$ cat src/rtl/pin_evt_pkg.sv
// Shared word indices for the pin event detector.
// The write-port index of each configuration word is fixed by software.
package pin_evt_pkg;
    localparam int IDX_MODE    = 10;
    localparam int IDX_DUAL    = 11;
    localparam int IDX_ENA     = 16;
    localparam int IDX_ENA_SET = 17;
    localparam int IDX_ENA_CLR = 18;
    localparam int IDX_STAT    = 19;
endpackage

$ cat src/rtl/pin_evt_cfg.sv
// Configuration words: trigger mode, dual edge and interrupt enable.
// The enable word has plain, set-alias and clear-alias writes.
// Assumes at most one write per cycle. Synchronous active-low reset.
module pin_evt_cfg #(
    parameter int NPINS = 32,
    parameter int AW    = 5
) (
    input  logic             clk,
    input  logic             rst_n,
    input  logic             wr_en,
    input  logic [AW-1:0]    wr_idx,
    input  logic [NPINS-1:0] wr_data,
    output logic [NPINS-1:0] mode_q,
    output logic [NPINS-1:0] dual_q,
    output logic [NPINS-1:0] ena_q
);
    import pin_evt_pkg::*;

    localparam logic [AW-1:0] A_MODE = AW'(IDX_MODE);
    localparam logic [AW-1:0] A_DUAL = AW'(IDX_DUAL);
    localparam logic [AW-1:0] A_ENA  = AW'(IDX_ENA);
    localparam logic [AW-1:0] A_ESET = AW'(IDX_ENA_SET);
    localparam logic [AW-1:0] A_ECLR = AW'(IDX_ENA_CLR);

    logic [NPINS-1:0] ena_d;

    // Next enable word from the three ways of writing it.
    always_comb begin
        ena_d = ena_q;
        if (wr_en) begin
            case (wr_idx)
                A_ENA:   ena_d = wr_data;
                A_ESET:  ena_d = ena_q | wr_data;
                A_ECLR:  ena_d = ena_q & ~wr_data;
                default: ena_d = ena_q;
            endcase
        end
    end

    // Register the configuration words.
    always_ff @(posedge clk) begin
        if (!rst_n) begin
            mode_q <= '0;
            dual_q <= '0;
            ena_q  <= '0;
        end else begin
            if (wr_en && wr_idx == A_MODE) mode_q <= wr_data;
            if (wr_en && wr_idx == A_DUAL) dual_q <= wr_data;
            ena_q <= ena_d;
        end
    end
endmodule

$ cat src/rtl/pin_evt_trigger.sv
// Per-pin trigger detection. An edge is a difference between din now
// and din one clock earlier. The previous value resets to 0. The
// trigger mode is zero after reset, so no edge can be seen in the first
// cycle after reset.
module pin_evt_trigger #(
    parameter int NPINS = 32
) (
    input  logic             clk,
    input  logic             rst_n,
    input  logic [NPINS-1:0] din,
    input  logic [NPINS-1:0] mode_q,
    input  logic [NPINS-1:0] dual_q,
    output logic [NPINS-1:0] fire
);
    logic [NPINS-1:0] din_prev;

    // Keep last cycle's input word for edge detection.
    always_ff @(posedge clk) begin
        if (!rst_n) din_prev <= '0;
        else        din_prev <= din;
    end

    for (genvar p = 0; p < NPINS; p++) begin : g_pin
        logic chg;
        // Per-pin trigger: high level, rising edge, or any change.
        always_comb begin
            chg = din[p] ^ din_prev[p];
            if (!mode_q[p]) fire[p] = din[p];
            else            fire[p] = chg & (din[p] | dual_q[p]);
        end
    end
endmodule

$ cat src/rtl/pin_evt_status.sv
// Sticky status word with write-1-to-clear and the interrupt reduction.
// A trigger and a clear on the same bit in the same cycle leave it set.
module pin_evt_status #(
    parameter int NPINS = 32,
    parameter int AW    = 5
) (
    input  logic             clk,
    input  logic             rst_n,
    input  logic             wr_en,
    input  logic [AW-1:0]    wr_idx,
    input  logic [NPINS-1:0] wr_data,
    input  logic [NPINS-1:0] fire,
    input  logic [NPINS-1:0] ena_q,
    output logic [NPINS-1:0] stat_q,
    output logic             irq
);
    import pin_evt_pkg::*;

    localparam logic [AW-1:0] A_STAT = AW'(IDX_STAT);

    logic [NPINS-1:0] clr;

    // Bits to clear in this cycle.
    always_comb clr = (wr_en && wr_idx == A_STAT) ? wr_data : '0;

    // Sticky update: the set condition wins over the clear.
    always_ff @(posedge clk) begin
        if (!rst_n) stat_q <= '0;
        else        stat_q <= (stat_q & ~clr) | fire;
    end

    // Interrupt from the enabled status bits.
    always_comb irq = |(stat_q & ena_q);
endmodule

$ cat src/rtl/pin_evt_top.sv
// Pin event detector top: configuration, trigger detection and status.
// Assumes din is synchronous to clk and already corrected for polarity.
module pin_evt_top #(
    parameter int NPINS = 32,
    parameter int AW    = 5
) (
    input  logic             clk,
    input  logic             rst_n,
    input  logic [NPINS-1:0] din,
    input  logic             wr_en,
    input  logic [AW-1:0]    wr_idx,
    input  logic [NPINS-1:0] wr_data,
    output logic [NPINS-1:0] status,
    output logic             irq
);
    logic [NPINS-1:0] mode_q;
    logic [NPINS-1:0] dual_q;
    logic [NPINS-1:0] ena_q;
    logic [NPINS-1:0] fire;

    pin_evt_cfg #(.NPINS(NPINS), .AW(AW)) u_cfg (
        .clk(clk), .rst_n(rst_n), .wr_en(wr_en), .wr_idx(wr_idx),
        .wr_data(wr_data), .mode_q(mode_q), .dual_q(dual_q), .ena_q(ena_q)
    );

    pin_evt_trigger #(.NPINS(NPINS)) u_trig (
        .clk(clk), .rst_n(rst_n), .din(din), .mode_q(mode_q),
        .dual_q(dual_q), .fire(fire)
    );

    pin_evt_status #(.NPINS(NPINS), .AW(AW)) u_stat (
        .clk(clk), .rst_n(rst_n), .wr_en(wr_en), .wr_idx(wr_idx),
        .wr_data(wr_data), .fire(fire), .ena_q(ena_q), .stat_q(status),
        .irq(irq)
    );
endmodule

$ cat config.mk
export PLATFORM = sky130hd
export DESIGN_NAME = pin_evt_top
export DESIGN_NICKNAME = d
export VERILOG_FILES = /design/src/rtl/pin_evt_pkg.sv /design/src/rtl/pin_evt_cfg.sv /design/src/rtl/pin_evt_trigger.sv /design/src/rtl/pin_evt_status.sv /design/src/rtl/pin_evt_top.sv
export SDC_FILE = /design/constraint.sdc
export NUM_CORES = 1
export LEC_CHECK = 0
export BUFFER_PORTS_ARGS = -buffer_cell sky130_fd_sc_hd__buf_2
export CORE_MARGIN = 3
export CORE_UTILIZATION = 57
export DETAILED_ROUTE_END_ITERATION = 16
export PLACE_DENSITY = 0.8
export REMOVE_ABC_BUFFERS = 1
export SKIP_LAST_GASP = 1
export SYNTH_ARGS = -nofsm -noshare
export SYNTH_HDL_FRONTEND = slang
export SYNTH_HIERARCHICAL = 1
export SYNTH_SLANG_ARGS = --single-unit
$ cat constraint.sdc
create_clock -name clk -period 1.6 [get_ports clk]
set_input_delay 0.32 -clock clk [delete_from_list [all_inputs] [get_ports clk]]
set_output_delay 0.32 -clock clk [all_outputs]
set_load 0.01 [all_outputs]
==> reports/qor.txt, run 1 <==
P_int -> 7.24 mW
WL per Instance -> 17.8 µm
Fmax -> 470 MHz
First-pass GRT wire length -> 27700 µm
Syn. warnings -> 6
Fin cells -> 993
Launch point of the worst reg-to-reg path -> u_cfg/mode_q[19]
Clk_lat worst skew -> 430 ps
Synth top area share -> 0.472
Async S/R FF share, synth -> 0
Cts bufs inserted -> 17
Clock transition at path regs -> 60 ps
Die Area -> 13200 µm²
Most instantiated cells after synthesis -> dfxtp_1, nand2_1, mux2i_1, nor2b_1
TritonCTS clock tree -> built
Initial antenna violation count -> 1
Post-Route WL -> 17700 µm
Reg power frac -> 0.444
Core box area -> 11500 µm²
Period Utilization, post-route -> 1.33
Critical Path Fanout Max -> 2
Setup ws final -> -528 ps
Hold Path Cell Cnt -> 2
P_sw -> 2.15 mW
Logic pwr share -> 0.089
Placed cell area -> 7730 µm²
Post-route cell area -> 8440 µm²
Ranking of synthesized cells by area -> dfxtp_1, mux2i_1, nand2_1
I/O pins -> 105
CTS Sinks -> 160
Hold-fix buffers, CTS -> 0
Net Sw Frac -> 0.229
IO buf count -> 104
Slew Limit Fails -> 0
Cell variety after synth -> 28
Final hold violations -> 0
Failing checks -> negative setup slack
Period minus WS final -> 2130 ps
H-tree depth -> 4
Grt ovf -> 0
R2R depth -> 3
Area leader, netlist -> dfxtp_1
Static leakage -> 3.57 nW
Mean Syn Cell Area -> 9.49 µm²
Hold Crit Class -> primary input to flop
# diodes -> 0
Total power -> 9.39 mW
Remaining DRCs -> 0
CP Data Arrival Time -> 1810 ps
Mapped Cells -> 715
Post-DRT Antenna Nets -> 0
Worst Path Required -> 1280 ps
GRT Overall Usage -> 0.266
Normalized max-slew margin -> 0.671
Hold Crit Endpoint -> u_trig/din_prev[25]
Post-CTS setup buffer count -> 0
Reg2reg end -> u_stat/stat_q[19]
Largest net degree at the start of global routing -> 46
Worst-Margin Slew -> 487 ps
Run status -> finished, violations left
Hold Worst Slack -> 132 ps
Synth Cell Area -> 6790 µm²
Crit path launch type -> flop
Top-count cell post-synth -> dfxtp_1
Worst hold start -> din[25]
Sequential fraction of the synthesis area -> 0.472
Vias -> 5678
Nets -> 909
Worst vdd ir -> 630 µV
Flops & latches, synth -> 160
Clk buf depth -> 2
1st-pass router iterations -> 6
Crit end category -> primary output
Max cap viols -> 0
Vias in the first global route -> 5748
Die width -> 115 µm
1st-iter DRT viols -> 378
Share of post-route cells with drive strength above 1 -> 0.309
Setup violators final -> 1
Most used flip-flop cell after synthesis -> dfxtp_1
Clock Power Share -> 0.466
Die height -> 115 µm
Row cnt -> 39
Synth-to-layout area growth -> 24.4%
Post-synth EDFFs -> 0
DP Wirelength -> 11400 µm
WS Path Type -> flop to primary output
Power Dens Cells -> 1110 nW/µm²
Vias per cell -> 5.72
GP Congestion -> 0.828
Skew final -> 4.37 ps
Root Driver -> clkbuf_16
Placed cell count -> 961
RSZ-0062 raised after global routing -> true
Initial Utilization -> 0.589
R2R Setup Slk -> 560 ps
## sequential cells by signal, summed over array words and instances (netlist names)
signal / cells
u_stat/stat_q: 32
u_cfg/ena_q: 32
u_cfg/dual_q: 32
u_trig/din_prev: 32
u_cfg/mode_q: 32
## through the flow
stage          setup TNS [ps]   util  setup slack [ps]
2_1_floorplan          -48840      -              -533
3_3_place_gp             -164  0.672              -164
5_1_grt                  -555  0.733              -555
6_report                 -528  0.733              -528
3_5_place_dp             -173  0.672              -173
4_1_cts                  -535  0.731              -535
## power groups by stage
| stage | clock network, mW | registers, mW | logic [mW] |
|---|---|---|---|
| floorplan | 0 | 4.28 | 0.285 |
| global placement | 0 | 4.24 | 0.785 |
| detailed placement | 0 | 4.25 | 0.806 |
| CTS | 4.42 | 4.17 | 0.830 |
| global route | 4.60 | 4.18 | 0.903 |
| finish | 4.38 | 4.17 | 0.839 |
## cell families (layout without fill, tap and decap cells)
group | count (synthesis) | after routing | share of synthesized area
buf+inv | 79 | 214 | 0.0531
compound gates | 144 | 144 | 0.149
mux | 96 | 96 | 0.148
flops | 160 | 160 | 0.472
simple gates | 236 | 236 | 0.178
## worst max path at each step
stage                     slack (ps)  cells after the start              end              start
final                           -530                      4              irq   u_stat/stat_q[1]
after global routing            -550                      4              irq   u_stat/stat_q[1]
after CTS                       -530                      4              irq  u_stat/stat_q[10]
after detailed placement        -170                      4              irq   u_stat/stat_q[8]
after global placement          -160                      4              irq   u_stat/stat_q[8]
after floorplan                 -530                      3  u_cfg/mode_q[0]          wr_idx[2]
## cell usage in the layout, fill, tap and decap left out, drive strengths merged, types with 3 or more instances in the layout
| cell type | instances |
|---|---|
| o21a | 32 |
| buf | 150 |
| nand4 | 4 |
| bufinv | 4 |
| a22oi | 16 |
| nor2b | 64 |
| nand2 | 128 |
| mux2 | 32 |
| dfxtp | 160 |
| clkbuf | 20 |
| clkinv | 3 |
| and2 | 32 |
| clkinvlp | 4 |
| mux2i | 64 |
| inv | 33 |
| o21ai | 32 |
| o311ai | 32 |
| a31oi | 32 |
## area by class of cell
| class | count | area, µm² |
|---|---|---|
| flip-flops and latches | 160 | 3210 |
| well taps | 143 | 179 |
| clock inverters | 12 | 181 |
| inverters | 32 | 120 |
| repair buffers | 150 | 1010 |
| multi-input cells | 476 | 3270 |
| clock buffers | 20 | 467 |
| fillers | 786 | 3080 |
## worst max-delay path: stages (launching register included)
cell,delay (ps)
dfxtp_2,320
a22oi_2,220
nand4_1,130
or4_4,570
buf_6,140
## repair_timing
item,CTS,global route
gates resized for setup,8,6
pin swaps,6,6
gates cloned,0,0
setup endpoints to repair,1,1
## layer usage
| layer | global-route usage | part of all wire | vias up |
|---|---|---|---|
| met5 | 0 | 0 | - |
| met4 | 0.130 | 0.032 | 0 |
| met3 | 0.0579 | 0.060 | 52 |
| met2 | 0.459 | 0.50 | 202 |
| met1 | 0.313 | 0.41 | 2699 |
| li1 | - | - | 2725 |
No activity file was read; power rests on OpenSTA's default activity.
==> inputs of run 2 (changes only) <==
CORE_UTILIZATION = 45   (was 57)
PLACE_DENSITY = 0.66   (was 0.8)
RECOVER_POWER = 100   (was unset)
==> run 2 against run 1 <==
The flow still finishes with violations (negative setup slack). Sequential power hardly changed. Design area is 0.68% lower. Combinational power is 4.1% lower. Cell count is 4.8% higher. Critical path type unchanged. Critical endpoint unchanged.
==> reports/qor.txt, run 2 (same netlist as run 1, synthesis figures left out) <==
Run status -> finished, violations left
Failing checks -> negative setup slack
Worst hold start -> din[23]
CTS Sinks -> 160 (unchanged)
Grt ovf -> 0 (unchanged)
Period Utilization, post-route -> 1.34 (+0.00648)
Post-DRT Antenna Nets -> 0 (unchanged)
Initial Utilization -> 0.463 (-0.126)
Reg2reg end -> u_stat/stat_q[31]
Layout fillers -> 1263 (+61%)
Crit path launch type -> flop
Share of post-route cells with drive strength above 1 -> 0.268 (-0.0410)
Nets -> 916 (+0.77%)
Post-CTS setup buffer count -> 0 (unchanged)
Hold-fix buffers, CTS -> 0 (unchanged)
Die width -> 129 µm (+12%)
Period minus WS final -> 2140 ps (+10.4 ps)
First-pass GRT wire length -> 28200 µm (+1.8%)
IO buf count -> 104 (unchanged)
Initial antenna violation count -> 2 (+1)
Setup ws final -> -539 ps (-10.4 ps)
Worst-Margin Slew -> 1100 ps (+615 ps)
Launch point of the worst reg-to-reg path -> u_cfg/mode_q[31]
Clk buf depth -> 2 (unchanged)
Die height -> 129 µm (+12%)
Core box area -> 14600 µm² (+27%)
Vias -> 5630 (-0.85%)
TritonCTS clock tree -> built
Largest incremental delay on the critical path -> 540 ps (-30 ps)
Power Dens Cells -> 1120 nW/µm² (+0.76%)
Placed cell area -> 7800 µm² (+0.92%)
Setup violators final -> 50 (+49)
DP Wirelength -> 12100 µm (+5.8%)
Row cnt -> 44 (+13%)
R2R Setup Slk -> 580 ps (+20 ps)
Die Area -> 16600 µm² (+25%)
Vias in the first global route -> 5794 (+0.80%)
Max cap viols -> 0 (unchanged)
Post-Route WL -> 17700 µm (about the same)
# diodes -> 0 (unchanged)
Normalized max-slew margin -> 0.265 (-0.406)
1st-iter DRT viols -> 277 (-27%)
Slew Limit Fails -> 0 (unchanged)
Crit-path slowest cell -> or4_4
Commonest non-fill, non-tap cell in the layout -> dfxtp_1
Root Driver -> clkbuf_16
Largest net degree at the start of global routing -> 48 (+4.3%)
Fmax -> 468 MHz (-0.49%)
GRT Overall Usage -> 0.215 (-0.0517)
H-tree depth -> 4 (unchanged)
Area of the multi-input gates -> 3260 µm² (-0.46%)
Setup TNS -> -2350 ps (-1830 ps)
Final hold violations -> 0 (unchanged)
Synth-to-layout area growth -> 23.5%
CP Data Arrival Time -> 1820 ps (about the same)
Remaining DRCs -> 0 (unchanged)
Hold Path Cell Cnt -> 2 (unchanged)
Worst vdd ir -> 751 µV (+19%)
Crit end category -> primary output
Skew final -> 5.72 ps (+1.34 ps)
RSZ-0062 raised after global routing -> true
1st-pass router iterations -> 4 (-2)
Clock transition at path regs -> 60 ps (about the same)
Clk_lat worst skew -> 420 ps (about the same)
Crit path cell chain -> a22oi_2 -> nand4_1 -> or4_4 -> buf_6
Worst Path Required -> 1280 ps (about the same)
Vias per cell -> 5.41 (-5.4%)
Commonest cells after routing, fill and taps aside -> dfxtp_1, nand2_1, buf_2
Static leakage -> 3.46 nW (-3.0%)
R2R depth -> 3 (unchanged)
WS Path Type -> flop to primary output
Post-route cell area -> 8380 µm² (-0.68%)
Cts bufs inserted -> 17 (unchanged)
Hold Crit Class -> primary input to flop
Reg area -> 3200 µm² (about the same)
WL per Instance -> 17.0 µm (-4.7%)
Critical Path Fanout Max -> 3 (+1)
Hold Crit Endpoint -> u_trig/din_prev[23]
I/O pins -> 105 (unchanged)
GP Congestion -> 0.841 (+1.5%)
-- run 2: changes by cell type in the layout (fill, tap and decap cells not counted), sizes merged --
cell,change
clkbuf,+39
buf,-33
bufinv,+1
clkinv,-1
clkinvlp,+1
-- run 2: power by group --
part | internal (mW) | switching [mW] | leakage [nW]
combinational | 0.357 | 0.448 | 1.85
sequential | 4.11 | 0.0583 | 1.31
clock | 2.81 | 1.61 | 0.302
-- run 2: layout make-up --
class | instances | share of cell area
Clock buffer | 19 | 0.0528
Sequential cell | 160 | 0.382
Multi-Input combinational cell | 476 | 0.389
Tap cell | 184 | 0.0275
Timing Repair Buffer | 157 | 0.109
Inverter | 32 | 0.0143
Clock inverter | 13 | 0.0251
-- run 2: per-layer routing --
layer  global-route usage  up-vias  part of all wire
met5                    0        -            0.0013
met4               0.0661        4             0.015
met3               0.0660       29             0.053
met2                0.374      145              0.50
met1                0.253     2713              0.43
li1                     -     2739                 -
-- run 2: worst max-delay path: cells and delay by family (launching register included) --
family | cells | cell delay (ps)
AND/OR/NAND/NOR | 2 | 710
flip-flops | 1 | 340
AO/OA/AOI/OAI | 1 | 210
buffers and inverters | 1 | 140
-- run 2: what timing repair did --
item | CTS | global route
pin swaps | 3 | 4
endpoints found under the hold margin | 0 | 0
setup endpoints to repair | 1 | 1
resized for setup | 7 | 1
-- run 2: how the worst max path moves through the flow --
stage / startpoint / endpoint / slack [ps] / cells past startpoint
3_3_place_gp: u_cfg/ena_q[15] / irq / -180 / 4
5_1_grt: u_cfg/ena_q[10] / irq / -600 / 4
2_1_floorplan: wr_idx[2] / u_cfg/mode_q[0] / -530 / 3
6_report: u_stat/stat_q[8] / irq / -540 / 4
4_1_cts: u_cfg/ena_q[3] / irq / -540 / 4
3_5_place_dp: u_cfg/ena_q[15] / irq / -190 / 4
-- run 2: metrics by stage --
step / power [mW] / util / instances / hold slack, ps / setup slack, ps
after global routing: 9.74 / 0.572 / 1041 / 123 / -600
after global placement: 5.04 / 0.533 / 1009 / 437 / -178
after floorplan: 4.56 / - / 668 / 430 / -533
after detailed placement: 5.07 / 0.533 / 1009 / 443 / -186
final: 9.40 / 0.572 / 1041 / 135 / -539
after CTS: 9.52 / 0.580 / 1041 / 124 / -541
==> inputs of run 3 (changes only) <==
CORE_UTILIZATION = 41   (was 45)
PLACE_DENSITY = 0.61   (was 0.66)
==> run 3 against run 2 <==
The run still ends with negative setup slack left. Register-to-register slack about the same. Count of clock-buffer cells in the layout grew 5. First-iteration DRC count decreased by 16%. Utilization down 5.1 points. Total power decreased by 5.9%.
==> reports/qor.txt, run 3 (same netlist as run 1, synthesis figures left out) <==
Die width -> 135 µm (+4.5%)
Die Area -> 18100 µm² (+9.3%)
Setup TNS -> -535 ps (+1820 ps)
Power Dens Cells -> 1060 nW/µm² (-5.8%)
Layout fillers -> 1474 (+17%)
DR WL met3 -> 908 µm (-3.1%)
Placed cell count -> 1040 (+3.1%)
DP Wirelength -> 11900 µm (-1.8%)
Synth-to-layout area growth -> 23.4%
Period Utilization, post-route -> 1.33 (-0.00217)
Fmax -> 468 MHz (+0.16%)
Cts bufs inserted -> 17 (unchanged)
Failing checks -> negative setup slack
First-pass GRT wire length -> 27500 µm (-2.4%)
Crit path cell chain -> a22oi_2 -> nand4_1 -> or4_4 -> buf_6
1st-iter DRT viols -> 232 (-16%)
Row cnt -> 46 (+4.5%)
Post-DRT Antenna Nets -> 0 (unchanged)
Worst-Margin Slew -> 921 ps (-181 ps)
Crit-path slowest cell -> or4_4
Period minus WS final -> 2140 ps (-3.47 ps)
Setup violators final -> 1 (-98%)
CP Data Arrival Time -> 1820 ps (about the same)
Critical Path Fanout Max -> 2 (-1)
DR top layer -> met5
Clk buf depth -> 2 (unchanged)
GP Congestion -> 0.779 (-7.3%)
Normalized max-slew margin -> 0.386 (+0.121)
Crit path launch type -> flop
Setup ws final -> -535 ps (+3.46 ps)
Final hold violations -> 0 (unchanged)
Root Driver -> clkbuf_16
Post-Route WL -> 17100 µm (-3.2%)
RSZ-0062 raised after global routing -> true
GRT Overall Usage -> 0.191 (-0.0233)
Fin cells -> 1070 (+2.8%)
Core box area -> 16100 µm² (+9.7%)
Largest incremental delay on the critical path -> 540 ps (about the same)
Met1 Wirelength -> 7510 µm (-1.3%)
Vias -> 5517 (-2.0%)
Static leakage -> 3.47 nW (+0.31%)
IO buf count -> 104 (unchanged)
Vias per cell -> 5.16 (-4.7%)
Largest net degree at the start of global routing -> 94 (+96%)
Skew final -> 2.66 ps (-3.06 ps)
TritonCTS clock tree -> built
Commonest cells after routing, fill and taps aside -> dfxtp_1, nand2_1, buf_2
I/O pins -> 105 (unchanged)
Initial Utilization -> 0.423 (-0.0408)
Grt ovf -> 0 (unchanged)
H-tree depth -> 4 (unchanged)
Initial antenna violation count -> 2 (unchanged)
Share of post-route cells with drive strength above 1 -> 0.282 (+0.0138)
Post-CTS setup buffer count -> 0 (unchanged)
Remaining DRCs -> 0 (unchanged)
Vias in the first global route -> 5699 (-1.6%)
Commonest non-fill, non-tap cell in the layout -> dfxtp_1
Clock transition at path regs -> 60 ps (about the same)
Max cap viols -> 0 (unchanged)
Nets -> 915 (-0.11%)
# diodes -> 0 (unchanged)
Die height -> 135 µm (+4.5%)
Worst Path Required -> 1280 ps (about the same)
Crit end category -> primary output
WL met2 -> 8480 µm (-4.4%)
Worst vdd ir -> 725 µV (-3.4%)
Clk_lat worst skew -> 410 ps (about the same)
WL per Instance -> 16.0 µm (-5.9%)
Run status -> finished, violations left
Hold Crit Class -> primary input to flop
1st-pass router iterations -> 5 (+1)
Slew Limit Fails -> 0 (unchanged)
CTS Sinks -> 160 (unchanged)
WS Path Type -> flop to primary output
Hold-fix buffers, CTS -> 0 (unchanged)
## run 3: timing repair
action	CTS	global route
setup endpoints to repair	1	1
pin swaps	4	10
gates resized for setup	6	8
## run 3: critical path: cells and delay by family, from the launching register on
kind | cells | cell delay [ps]
AND/OR/NAND/NOR | 2 | 730
flip-flops | 1 | 320
buffers and inverters | 1 | 140
AO/OA/AOI/OAI | 1 | 210
## run 3: stage by stage
step	total power [mW]	worst slack [ps]	utilization	hold slack, ps	area (µm²)
detailed placement	5.07	-206	0.488	446	7840
CTS	8.97	-543	0.525	126	8440
floorplan	4.56	-533	-	430	6550
global placement	5.05	-203	0.488	438	7840
finish	8.84	-535	0.521	145	8370
global route	9.21	-555	0.521	125	8370
## run 3: report_power, final
group	switching, mW	internal [mW]	total, mW
sequential	0.0588	4.11	4.17
combinational	0.437	0.364	0.801
clock	1.51	2.36	3.87
## run 3: worst paths after layout
path	startpoint	end	slack, ps	cells after the start
worst max-delay path	u_stat/stat_q[8]	irq	-540	4
worst min-delay path	din[22]	u_trig/din_prev[22]	150	2
worst max register to register	u_cfg/mode_q[7]	u_stat/stat_q[7]	580	3
worst min register to register	u_cfg/dual_q[19]	u_cfg/dual_q[19]	450	2
## run 3: layout make-up
cell class | instances | area [µm²] | area share
well taps | 216 | 270 | 0.0323
clock inverters | 6 | 55.1 | 0.00658
flip-flops and latches | 160 | 3210 | 0.383
clock buffers | 24 | 512 | 0.0611
multi-input cells | 476 | 3280 | 0.392
repair buffers | 156 | 928 | 0.111
inverters | 32 | 120 | 0.0143
## run 3: metal layers
metal / global-route usage / up-vias
met1: 0.233 / 2624
met4: 0.0543 / 4
li1: - / 2731
met5: 0 / -
met2: 0.329 / 139
met3: 0.0566 / 19
